**config.mk**
```make
export PLATFORM = sky130hd
export DESIGN_NAME = muxbus_dual_ctrl
export DESIGN_NICKNAME = d
export VERILOG_FILES = /design/src/rtl/mbc_pkg.sv /design/src/rtl/mbc_phase_timer.sv /design/src/rtl/mbc_dpd_track.sv /design/src/rtl/mbc_rd_capture.sv /design/src/rtl/muxbus_dual_ctrl.sv
export SDC_FILE = /design/constraint.sdc
export NUM_CORES = 1
export LEC_CHECK = 0
export ABC_AREA = 1
export BUFFER_PORTS_ARGS = -buffer_cell sky130_fd_sc_hd__buf_2
export CAP_MARGIN = 25
export CORE_MARGIN = 10
export CORE_UTILIZATION = 55
export CTS_CLUSTER_DIAMETER = 60
export DETAILED_ROUTE_END_ITERATION = 12
export PLACE_DENSITY = 0.92
export SLEW_MARGIN = 10
export SYNTH_ARGS = -nofsm -noshare
export SYNTH_HDL_FRONTEND = slang
export SYNTH_SLANG_ARGS = --single-unit
```
**constraint.sdc**
```tcl
create_clock -name clk -period 3.2 [get_ports clk]
set_input_delay 0.16 -clock clk [delete_from_list [all_inputs] [get_ports clk]]
set_output_delay 0.16 -clock clk [all_outputs]
set_load 0.005 [all_outputs]
```
**src/rtl/mbc_pkg.sv**
```systemverilog
package mbc_pkg;

  localparam logic [1:0] OP_READ  = 2'd0;
  localparam logic [1:0] OP_WRITE = 2'd1;
  localparam logic [1:0] OP_WAKE  = 2'd2;

  typedef enum logic [2:0] {
    ST_IDLE,
    ST_TURN,
    ST_ADDR,
    ST_DATA,
    ST_WAKE
  } mbc_state_e;

endpackage

```
**src/rtl/mbc_phase_timer.sv**
```systemverilog
module mbc_phase_timer #(
  parameter int CNT_W = 4
) (
  input  logic             clk,
  input  logic             rst,
  input  logic             load,
  input  logic [CNT_W-1:0] load_val,
  output logic             done
);

  logic [CNT_W-1:0] cnt_q;

  always_ff @(posedge clk) begin
    if (rst) begin
      cnt_q <= '0;
    end else if (load) begin
      cnt_q <= load_val;
    end else if (cnt_q != '0) begin
      cnt_q <= cnt_q - 1'b1;
    end
  end

  assign done = (cnt_q == '0);

endmodule

```
**src/rtl/mbc_dpd_track.sv**
```systemverilog
module mbc_dpd_track #(
  parameter int              DATA_W    = 16,
  parameter int              DPD_BIT   = 4,
  parameter logic [DATA_W-1:0] RCR_RESET = 16'h0010
) (
  input  logic              clk,
  input  logic              rst,
  input  logic              rcr_wr,
  input  logic [DATA_W-1:0] wr_data,
  input  logic              psr_end,
  input  logic              wake_end,
  output logic              dpd
);

  logic [DATA_W-1:0] shadow_q;
  logic              dpd_q;
  logic              bit_after;

  assign bit_after = rcr_wr ? wr_data[DPD_BIT] : shadow_q[DPD_BIT];

  always_ff @(posedge clk) begin
    if (rst) begin
      shadow_q <= RCR_RESET;
      dpd_q    <= 1'b0;
    end else if (wake_end) begin
      shadow_q <= RCR_RESET;
      dpd_q    <= 1'b0;
    end else begin
      if (rcr_wr) shadow_q <= wr_data;
      if (psr_end && !bit_after) dpd_q <= 1'b1;
    end
  end

  assign dpd = dpd_q;

  AST_DPD_NEEDS_CLEAR_BIT: assert property (@(posedge clk) disable iff (rst)
    $rose(dpd_q) |-> !shadow_q[DPD_BIT]);

endmodule

```
**src/rtl/mbc_rd_capture.sv**
```systemverilog
module mbc_rd_capture #(
  parameter int DATA_W = 16
) (
  input  logic              clk,
  input  logic              rst,
  input  logic              cap,
  input  logic              zero_rd,
  input  logic [DATA_W-1:0] bus_in,
  output logic              rd_valid,
  output logic [DATA_W-1:0] rd_data
);

  always_ff @(posedge clk) begin
    if (rst) begin
      rd_valid <= 1'b0;
      rd_data  <= '0;
    end else begin
      rd_valid <= cap | zero_rd;
      if (cap)          rd_data <= bus_in;
      else if (zero_rd) rd_data <= '0;
    end
  end

  AST_ONE_SOURCE: assert property (@(posedge clk) disable iff (rst)
    !(cap && zero_rd));

endmodule

```
**src/rtl/muxbus_dual_ctrl.sv**
```systemverilog
module muxbus_dual_ctrl
  import mbc_pkg::*;
#(
  parameter int ADDR_W      = 24,
  parameter int DATA_W      = 16,
  parameter int ADDR_CYC    = 2,
  parameter int DATA_CYC    = 3,
  parameter int TURN_CYC    = 2,
  parameter int WAKE_CYC    = 6,
  parameter int CFG_SEL_BIT = 19,
  parameter int DPD_BIT     = 4,
  parameter logic [DATA_W-1:0] RCR_RESET = 16'h0010
) (
  input  logic                     clk,
  input  logic                     rst,
  input  logic                     req_valid,
  output logic                     req_ready,
  input  logic [1:0]               req_op,
  input  logic                     req_psram,
  input  logic                     req_cfg,
  input  logic [ADDR_W-1:0]        req_addr,
  input  logic [DATA_W-1:0]        req_wdata,
  input  logic [1:0]               req_be,
  output logic                     rd_valid,
  output logic [DATA_W-1:0]        rd_data,
  output logic                     dpd_active,
  output logic                     bus_clk,
  output logic                     bus_adv_n,
  output logic                     bus_oe_n,
  output logic                     bus_we_n,
  output logic                     flash_ce_n,
  output logic                     psram_ce_n,
  output logic                     psram_cre,
  output logic                     psram_ub_n,
  output logic                     psram_lb_n,
  output logic [ADDR_W-DATA_W-1:0] bus_a_hi,
  output logic [DATA_W-1:0]        adq_out,
  output logic                     adq_oe,
  input  logic [DATA_W-1:0]        adq_in
);

  localparam int HI_W   = ADDR_W - DATA_W;
  localparam int MAX_AD = (ADDR_CYC > DATA_CYC) ? ADDR_CYC : DATA_CYC;
  localparam int MAX_TW = (TURN_CYC > WAKE_CYC) ? TURN_CYC : WAKE_CYC;
  localparam int MAXC   = (MAX_AD > MAX_TW) ? MAX_AD : MAX_TW;
  localparam int CNT_W  = $clog2(MAXC + 1);

  mbc_state_e st_q, st_d;

  logic              ready_q;
  logic [1:0]        op_q;
  logic              psr_q, cfg_q;
  logic [ADDR_W-1:0] addr_q;
  logic [DATA_W-1:0] wd_q;
  logic [1:0]        be_q;
  logic              last_vld_q, last_die_q;

  logic              acc, tdone, dpd;
  logic              req_wake, req_tgt, blocked, wake_noop, need_turn;

  // Fields of the access that the next state belongs to
  logic [1:0]        f_op;
  logic              f_psr, f_cfg, f_wr, act_d;
  logic [ADDR_W-1:0] f_addr;
  logic [DATA_W-1:0] f_wd;
  logic [1:0]        f_be;

  logic              load;
  logic [CNT_W-1:0]  load_val;
  logic              data_end, wake_end, psr_end, rcr_wr, cap, zero_rd;

  // Registered bus outputs
  logic              fce_q, pce_q, adv_q, oe_q, we_q, cre_q, ub_q, lb_q, drv_q;
  logic [HI_W-1:0]   ahi_q;
  logic [DATA_W-1:0] dout_q;

  assign acc       = req_valid && ready_q;
  assign req_wake  = (req_op == OP_WAKE);
  assign req_tgt   = req_wake | req_psram;
  assign blocked   = !req_wake && req_psram && dpd;
  assign wake_noop = req_wake && !dpd;
  assign need_turn = last_vld_q && (last_die_q != req_tgt);

  always_comb begin
    st_d = st_q;
    case (st_q)
      ST_IDLE: if (acc && !blocked && !wake_noop)
                 st_d = need_turn ? ST_TURN : (req_wake ? ST_WAKE : ST_ADDR);
      ST_TURN: if (tdone) st_d = (op_q == OP_WAKE) ? ST_WAKE : ST_ADDR;
      ST_ADDR: if (tdone) st_d = ST_DATA;
      ST_DATA: if (tdone) st_d = ST_IDLE;
      ST_WAKE: if (tdone) st_d = ST_IDLE;
      default: st_d = ST_IDLE;
    endcase
  end

  always_comb begin
    load = (st_d != st_q);
    case (st_d)
      ST_TURN: load_val = CNT_W'(TURN_CYC - 1);
      ST_ADDR: load_val = CNT_W'(ADDR_CYC - 1);
      ST_DATA: load_val = CNT_W'(DATA_CYC - 1);
      ST_WAKE: load_val = CNT_W'(WAKE_CYC - 1);
      default: load_val = '0;
    endcase
  end

  mbc_phase_timer #(.CNT_W(CNT_W)) u_timer (
    .clk      (clk),
    .rst      (rst),
    .load     (load),
    .load_val (load_val),
    .done     (tdone)
  );

  assign f_op   = acc ? req_op    : op_q;
  assign f_cfg  = acc ? req_cfg   : cfg_q;
  assign f_addr = acc ? req_addr  : addr_q;
  assign f_wd   = acc ? req_wdata : wd_q;
  assign f_be   = acc ? req_be    : be_q;
  assign f_psr  = (f_op == OP_WAKE) | (acc ? req_psram : psr_q);
  assign f_wr   = (f_op == OP_WRITE);
  assign act_d  = (st_d == ST_ADDR) || (st_d == ST_DATA);

  assign data_end = (st_q == ST_DATA) && tdone;
  assign wake_end = (st_q == ST_WAKE) && tdone;
  assign psr_end  = data_end && psr_q;
  assign rcr_wr   = psr_end && (op_q == OP_WRITE) && cfg_q && !addr_q[CFG_SEL_BIT];
  assign cap      = data_end && (op_q != OP_WRITE);
  assign zero_rd  = acc && blocked && (req_op != OP_WRITE);

  mbc_dpd_track #(
    .DATA_W    (DATA_W),
    .DPD_BIT   (DPD_BIT),
    .RCR_RESET (RCR_RESET)
  ) u_dpd (
    .clk      (clk),
    .rst      (rst),
    .rcr_wr   (rcr_wr),
    .wr_data  (wd_q),
    .psr_end  (psr_end),
    .wake_end (wake_end),
    .dpd      (dpd)
  );

  mbc_rd_capture #(.DATA_W(DATA_W)) u_cap (
    .clk      (clk),
    .rst      (rst),
    .cap      (cap),
    .zero_rd  (zero_rd),
    .bus_in   (adq_in),
    .rd_valid (rd_valid),
    .rd_data  (rd_data)
  );

  always_ff @(posedge clk) begin
    if (rst) begin
      st_q       <= ST_IDLE;
      ready_q    <= 1'b1;
      op_q       <= OP_READ;
      psr_q      <= 1'b0;
      cfg_q      <= 1'b0;
      addr_q     <= '0;
      wd_q       <= '0;
      be_q       <= '0;
      last_vld_q <= 1'b0;
      last_die_q <= 1'b0;
      fce_q      <= 1'b1;
      pce_q      <= 1'b1;
      adv_q      <= 1'b1;
      oe_q       <= 1'b1;
      we_q       <= 1'b1;
      cre_q      <= 1'b0;
      ub_q       <= 1'b1;
      lb_q       <= 1'b1;
      drv_q      <= 1'b0;
      ahi_q      <= '0;
      dout_q     <= '0;
    end else begin
      st_q    <= st_d;
      ready_q <= (st_d == ST_IDLE);
      if (acc) begin
        op_q   <= req_op;
        psr_q  <= req_psram;
        cfg_q  <= req_cfg;
        addr_q <= req_addr;
        wd_q   <= req_wdata;
        be_q   <= req_be;
      end
      if ((st_d == ST_ADDR && st_q != ST_ADDR) || (st_d == ST_WAKE && st_q != ST_WAKE)) begin
        last_vld_q <= 1'b1;
        last_die_q <= f_psr;
      end
      fce_q  <= !(act_d && !f_psr);
      pce_q  <= !((act_d && f_psr) || (st_d == ST_WAKE));
      adv_q  <= (st_d != ST_ADDR);
      oe_q   <= !((st_d == ST_DATA) && !f_wr);
      we_q   <= !((st_d == ST_DATA) && f_wr);
      drv_q  <= (st_d == ST_ADDR) || ((st_d == ST_DATA) && f_wr);
      dout_q <= (st_d == ST_ADDR) ? f_addr[DATA_W-1:0] :
                (((st_d == ST_DATA) && f_wr) ? f_wd : '0);
      ahi_q  <= act_d ? f_addr[ADDR_W-1:DATA_W] : '0;
      cre_q  <= act_d && f_psr && f_cfg;
      ub_q   <= !(act_d && f_psr && f_be[1]);
      lb_q   <= !(act_d && f_psr && f_be[0]);
    end
  end

  assign req_ready  = ready_q;
  assign dpd_active = dpd;
  assign bus_clk    = 1'b0;
  assign bus_adv_n  = adv_q;
  assign bus_oe_n   = oe_q;
  assign bus_we_n   = we_q;
  assign flash_ce_n = fce_q;
  assign psram_ce_n = pce_q;
  assign psram_cre  = cre_q;
  assign psram_ub_n = ub_q;
  assign psram_lb_n = lb_q;
  assign bus_a_hi   = ahi_q;
  assign adq_out    = dout_q;
  assign adq_oe     = drv_q;

  AST_ONE_SELECT: assert property (@(posedge clk) disable iff (rst)
    flash_ce_n || psram_ce_n);

  AST_LATCH_STROBES: assert property (@(posedge clk) disable iff (rst)
    !bus_adv_n |-> (bus_oe_n && bus_we_n && adq_oe && (flash_ce_n != psram_ce_n)));

  AST_READ_RELEASES_BUS: assert property (@(posedge clk) disable iff (rst)
    !bus_oe_n |-> !adq_oe);

  AST_WRITE_DRIVES_BUS: assert property (@(posedge clk) disable iff (rst)
    !bus_we_n |-> (adq_oe && bus_oe_n));

  AST_FLASH_NO_PSRAM_LINES: assert property (@(posedge clk) disable iff (rst)
    !flash_ce_n |-> (psram_ub_n && psram_lb_n && !psram_cre));

  AST_FLASH_AFTER_GAP: assert property (@(posedge clk) disable iff (rst)
    !flash_ce_n |-> $past(psram_ce_n));

  AST_PSRAM_AFTER_GAP: assert property (@(posedge clk) disable iff (rst)
    !psram_ce_n |-> $past(flash_ce_n));

  AST_WAKE_ONLY_SELECT: assert property (@(posedge clk) disable iff (rst)
    (dpd_active && !psram_ce_n) |-> (bus_adv_n && bus_oe_n && bus_we_n));

  AST_READY_BUS_IDLE: assert property (@(posedge clk) disable iff (rst)
    req_ready |-> (flash_ce_n && psram_ce_n));

endmodule

```
; ---- Word-level counts from Yosys, hierarchy flattened
; Index checks and enable logic that the tools add are counted.
[op_classes]
n_bitwise = 4
muxes = 22
n_addsub = 1
n_reduce_logical = 54
eq_ne = 20
[ops]
columns = op, n
row1 = 2-to-1 mux 16 bit, 5
row2 = 2-to-1 mux 3 bit, 9
row3 = logical AND 1 bit, 26
row4 = 2-to-1 mux 24 bit, 1
row5 = zero test 1 bit, 14
row6 = equality test 3 x 2 -> 1 bit (second input constant), 4
row7 = case mux 3 bit (4 select lines), 1
row8 = zero test 3 bit, 3
row9 = case mux 3 bit (3 select lines), 1
row10 = OR reduction 2 bit, 4
row11 = equality test 2 bit (second input constant), 3
row12 = equality test 3 x 1 -> 1 bit (second input constant), 2
row13 = equality test 3 bit (second input constant), 2
row14 = != test 3 x 2 -> 1 bit (second input constant), 2
row15 = equality test 2 x 1 -> 1 bit (second input constant), 2
row16 = logical OR 1 bit, 4
row17 = 2-to-1 mux 2 bit, 2
row18 = != test 2 x 1 -> 1 bit (second input constant), 2
row19 = nonzero test 2 bit, 2
row20 = 2-to-1 mux 1 bit, 3
row21 = != test 3 bit, 1
row22 = != test 3 bit (second input constant), 1
row23 = OR 1 bit, 3
row24 = nonzero test 3 bit, 1
row25 = 3 further kinds, 3
[word_totals]
elab_cells = 127
regBits = 111
out_inout_bits = 53

; ---- Longest topological paths before layout
[depth]
ltp_word = 14
mapped_depth = 14
mapped_depth_nobuf = 14

; ---- Modules after synthesis
; A second synthesis with hierarchy kept.
[hier_totals]
hier_cells = 546
area_unflattened_um2 = 4182.8
[modules_own_cells]
columns = module, area_each_um2, cells_per_inst, n_inst
row1 = muxbus_dual_ctrl, 3238.1, 436, 1
row2 = mbc_rd_capture, 669.4, 72, 1
row3 = mbc_phase_timer, 198.9, 28, 1
row4 = mbc_dpd_track, 76.3, 10, 1

; ---- Worst setup path after synthesis
; Ideal clock, no wire load.
[synth_timing]
kind = register -> register
start = register u_timer.cnt_q[0]
end = register dout_q[10], in the netlist adq_out[10]
path_buffers = 1
t_arrival_ns = 1.517
setup_ns = 0.117
synth_period_minus_slack_ns = 1.634
stages_incl_launch_ff = 14
path_slack_ns = 1.566
cell_sequence = dfxtp_1 > inv_1 > ha_1 > inv_1 > nor2_4 > inv_2 > nand2_2 > nand2_1 > nor2_1 > nand2_2 > inv_4 > nor2_8 > buf_6 > a22o_1
[synth_between]
elab_chain_len = 7
word_cells_on_any_way = 10
cone_classes = 2 x eq/ne / 6 x mux / 2 x reduce/logical
[synth_lines]
columns = item, line_no
row1 = start: declaration, mbc_phase_timer.sv:11  ; logic [CNT_W-1:0] cnt_q;
row2 = start signal: assignment, mbc_phase_timer.sv:17  ; cnt_q <= load_val;
row3 = start signal: assignment, mbc_phase_timer.sv:19  ; cnt_q <= cnt_q - 1'b1;
row4 = zero test 3 bit (*), mbc_phase_timer.sv:23  ; assign done = (cnt_q == '0);
row5 = "2-to-1 mux 3 bit, on equally long branches", --
row6 = case mux 3 bit (4 select lines) (*), muxbus_dual_ctrl.sv:86  ; case (st_q)
row7 = equality test 3 x 2 -> 1 bit, muxbus_dual_ctrl.sv:201  ; (((st_d == ST_DATA) && f_wr) ? f_wd : '0);
row8 = logical AND 1 bit, muxbus_dual_ctrl.sv:201
row9 = 2-to-1 mux 16 bit, muxbus_dual_ctrl.sv:201
row10 = 2-to-1 mux 16 bit (*), muxbus_dual_ctrl.sv:200  ; dout_q <= (st_d == ST_ADDR) ? f_addr[DATA_W-1:0] :
row11 = end signal: assignment, muxbus_dual_ctrl.sv:200
row12 = end: declaration, muxbus_dual_ctrl.sv:75  ; logic [DATA_W-1:0] dout_q;
; Every way passes the cells marked *; elsewhere a longest branch is shown, timed or not.
; A chain may end at the register's enable or synchronous reset.

; ---- Final worst setup path
[layout_timing]
start = register u_timer.cnt_q[0]
end = register u_timer.cnt_q[0]
[layout_between]
elab_chain_len = 7
word_cells_on_any_way = 17
cone_classes = 1 x add/sub / 5 x eq/ne / 7 x mux / 4 x reduce/logical
[layout_lines]
columns = item, line_no
row1 = zero test 3 bit, mbc_phase_timer.sv:23
row2 = "2-to-1 mux 3 bit, on equally long branches", --
row3 = case mux 3 bit (4 select lines), muxbus_dual_ctrl.sv:86
row4 = equality test 3 x 2 -> 1 bit / equality test 3 x 1 -> 1 bit (equally long branches), muxbus_dual_ctrl.sv:99  ; case (st_d)
row5 = OR reduction 2 bit (no source line), --
row6 = case mux 3 bit (3 select lines), muxbus_dual_ctrl.sv:99
row7 = 2-to-1 mux 3 bit, mbc_phase_timer.sv:16  ; end else if (load) begin
; Parallel ways exist; a longest one is shown, timed or not. The select of a mux whose other input is x is not followed.

==> results.toml <==
[cts]
cts_made_buffers = 9
clock-root-buffer = "clkbuf_8"
post_cts_buffers = 0
htreeDepth = 3
clk_pin_slew_ns = 0.11
cts_resized = 0
cts_tree = "yes"
clock_path_buffers = 2
cts_sinks = 107
clkLatencyLatePin_ns = 0.38
ctsHoldBuffers = 0

[route]
drc = 0
drt_iter0_markers = 239
routed_wl_um = 10350
viasPerCell = 5.271
vias = 3653
antenna_left = 0
wl_per_cell_um = 14.94
first_pass_iters = 5

[synth]
avgSynthCellArea_um2 = 8.196
ys_async_sr_fraction_pct = 0
ys_warn_count = 0
ys_ff_latch = 107
synth-edff-count = 0
synth_cell_types = 33
ys.flop_type = "dfxtp_1"
syn_nets = 554
ys_seq_area_share_pct = 53.67
synthesis.area_mm2 = 0.003991
synthesis.instances = 487

[die]
die_area_mm2 = 0.01106
core_mm2 = 0.006907
die_h_um = 105.2
start_util_pct = 57.79
num_rows = 30
ios = 118
die_x_um = 105.2

[cells_and_area]
final_area_mm2 = 0.004783
final_common_cell = "nand2_1"
layout_common_cells = "nand2_1 (124), buf_2 (116), dfxtp_1 (107)"
fillers = 580
layout.nets = 660
area_growth_pct = 19.84
multi_input_comb_area_mm2 = 0.001587
drive_above_1_share_pct = 27.47
antennaDiodeCount = 0
seqCellArea_mm2 = 0.002142

[sta]
tns_ns = 0
tightest_slew_ns = 0.6873
setup_ws_ns = 0.8982
slew_headroom_pct = 54.18
final-setup-viol-count = 0
rsz0062_at_grt = "false"
slew_violations = 0
finalHoldViolations = 0
fin_worst_skew_ns = 0.01523
fin_crit_sh_pct = 71.93
finalCriticalPeriod_ns = 2.302
fmax_ghz = 0.4344

[worst_hold_path]
hp-start = "req_addr[12]"
hold_path_end = "addr_q[12]"
hold_depth = 3
min_path_type = "in2reg"

[global_route]
overflow = 0
grt_pass1_wl_um = 16900
antenna_found_initial = 0
grt_usage_pct = 17.93
grt_pass1_vias = 3600
grt_max_degree = 66

[pwr]
leakage_nw = 2.256
ir_worst_vdd_mv = 0.3967
power_density_mw_per_mm2 = 718.8
p_total_w = 0.003438

[placement]
post-place-ws_ns = 0.9990
dp_hpwl_um = 7569
gp_congestion = 0.9817
port_buffers = 116
dpl_cell_area_mm2 = 0.004604

[outcome]
status = "completed"

[critical_path]
reg2reg_depth = 13
path_class = "reg2reg"
cp_slowest_cell = "nor2_4"
cp-end-kind = "register"
r2r_start = "u_timer.cnt_q[0]"
r2r_slack_ns = 0.90
cp.arrival_ns = 2.56
rr_endpoint = "u_timer.cnt_q[0]"
critPathLaunchType = "register"
worstPathMaxFanout = 24
path_cells = "inv_1 -> ha_1 -> inv_1 -> nor2_4 -> inv_2 -> nand2_2 -> nand2_1 -> nor2_1 -> nand2_2 -> inv_4 -> nor2_8 -> nor3_1 -> nor2_1"
required_ns = 3.46
critPathMaxStageDelay_ns = 0.45

[job]
cap_violations = 0
## worst max-delay path by stage
stage	from	end	slack (ns)	depth (start not counted)
floorplan	u_timer.cnt_q[0]	adq_out[10]	1.57	13
global placement	u_timer.cnt_q[0]	u_timer.cnt_q[0]	1.14	13
detailed placement	u_timer.cnt_q[0]	u_timer.cnt_q[0]	1.0	13
CTS	u_timer.cnt_q[0]	u_timer.cnt_q[0]	0.96	13
global route	u_timer.cnt_q[0]	u_timer.cnt_q[0]	0.77	13
finish	u_timer.cnt_q[0]	u_timer.cnt_q[0]	0.90	13
## power by group
| group | switching (W) | leakage, nW | internal, W |
|---|---|---|---|
| sequential | 0.0000710 | 0.874 | 0.00151 |
| clock | 0.000469 | 0.0926 | 0.000295 |
| combinational | 0.000741 | 1.29 | 0.000351 |
## through the flow
| step | hold WS [ns] | std cells | util, % |
|---|---|---|---|
| final | 0.04199 | 693 | 69.26 |
| after global routing | 0.04883 | 693 | 69.26 |
| after floorplan | 0.3226 | 487 | - |
| after detailed placement | 0.4317 | 678 | 66.67 |
| after CTS | 0.03903 | 693 | 69.26 |
| after global placement | 0.4126 | 678 | 66.67 |
## flip-flops by register name, summed over array words and instances, names as in the netlist, 2 cells and up
signal,cells
u_cap.rd_data,16
adq_out,16
u_timer.cnt_q,3
bus_a_hi,8
be_q,2
op_q,2
wd_q,16
st_q,3
addr_q,24
## layout make-up
class / instances / area share (%)
multi-input combinational: 316 / 33.17
clock buffer: 9 / 2.590
sequential: 107 / 44.78
tap: 96 / 2.511
timing repair buffer: 119 / 12.61
clock inverter: 6 / 1.151
inverter: 40 / 3.191
## worst max-delay path, delay by kind of cell (launching register included)
family	cells	cell delay (ns)
flip-flops	1	0.31
buffers and inverters	4	0.43
adder cells (fa/ha/maj)	1	0.16
AND/OR/NAND/NOR	8	1.29
## kinds of logic after synthesis
group	Yosys count	synth area share [%]
simple gates	220	24.86
flops	107	53.67
compound gates	87	12.66
buf+inv	64	6.646
mux	4	1.003
fa+ha+maj	2	0.6269
xor+xnor	2	0.4390
other cells	1	0.09395
## cells in the mapped netlist (all sizes together) (2+ instances only)
cell type / count / area (um2)
nand2: 129 / 494.2
dfxtp: 107 / 2142
nor2: 51 / 251.5
a21oi: 50 / 250.2
inv: 40 / 152.6
nand4: 19 / 118.9
nand3: 17 / 105.1
o21ai: 17 / 85.08
a22o: 16 / 140.1
buf: 16 / 82.58
clkbuf: 8 / 30.03
mux2i: 4 / 40.04
ha: 2 / 25.02
nor3: 2 / 10.01
xor2: 2 / 17.52
## metal layers
metal / GRT usage, % / part of all wire, %
met4: 7.451 / 2.0
met2: 29.09 / 46
met3: 7.740 / 11
met1: 20.12 / 41
met5: 0 / 0
Note: power is estimated with default switching activity, not from simulation.
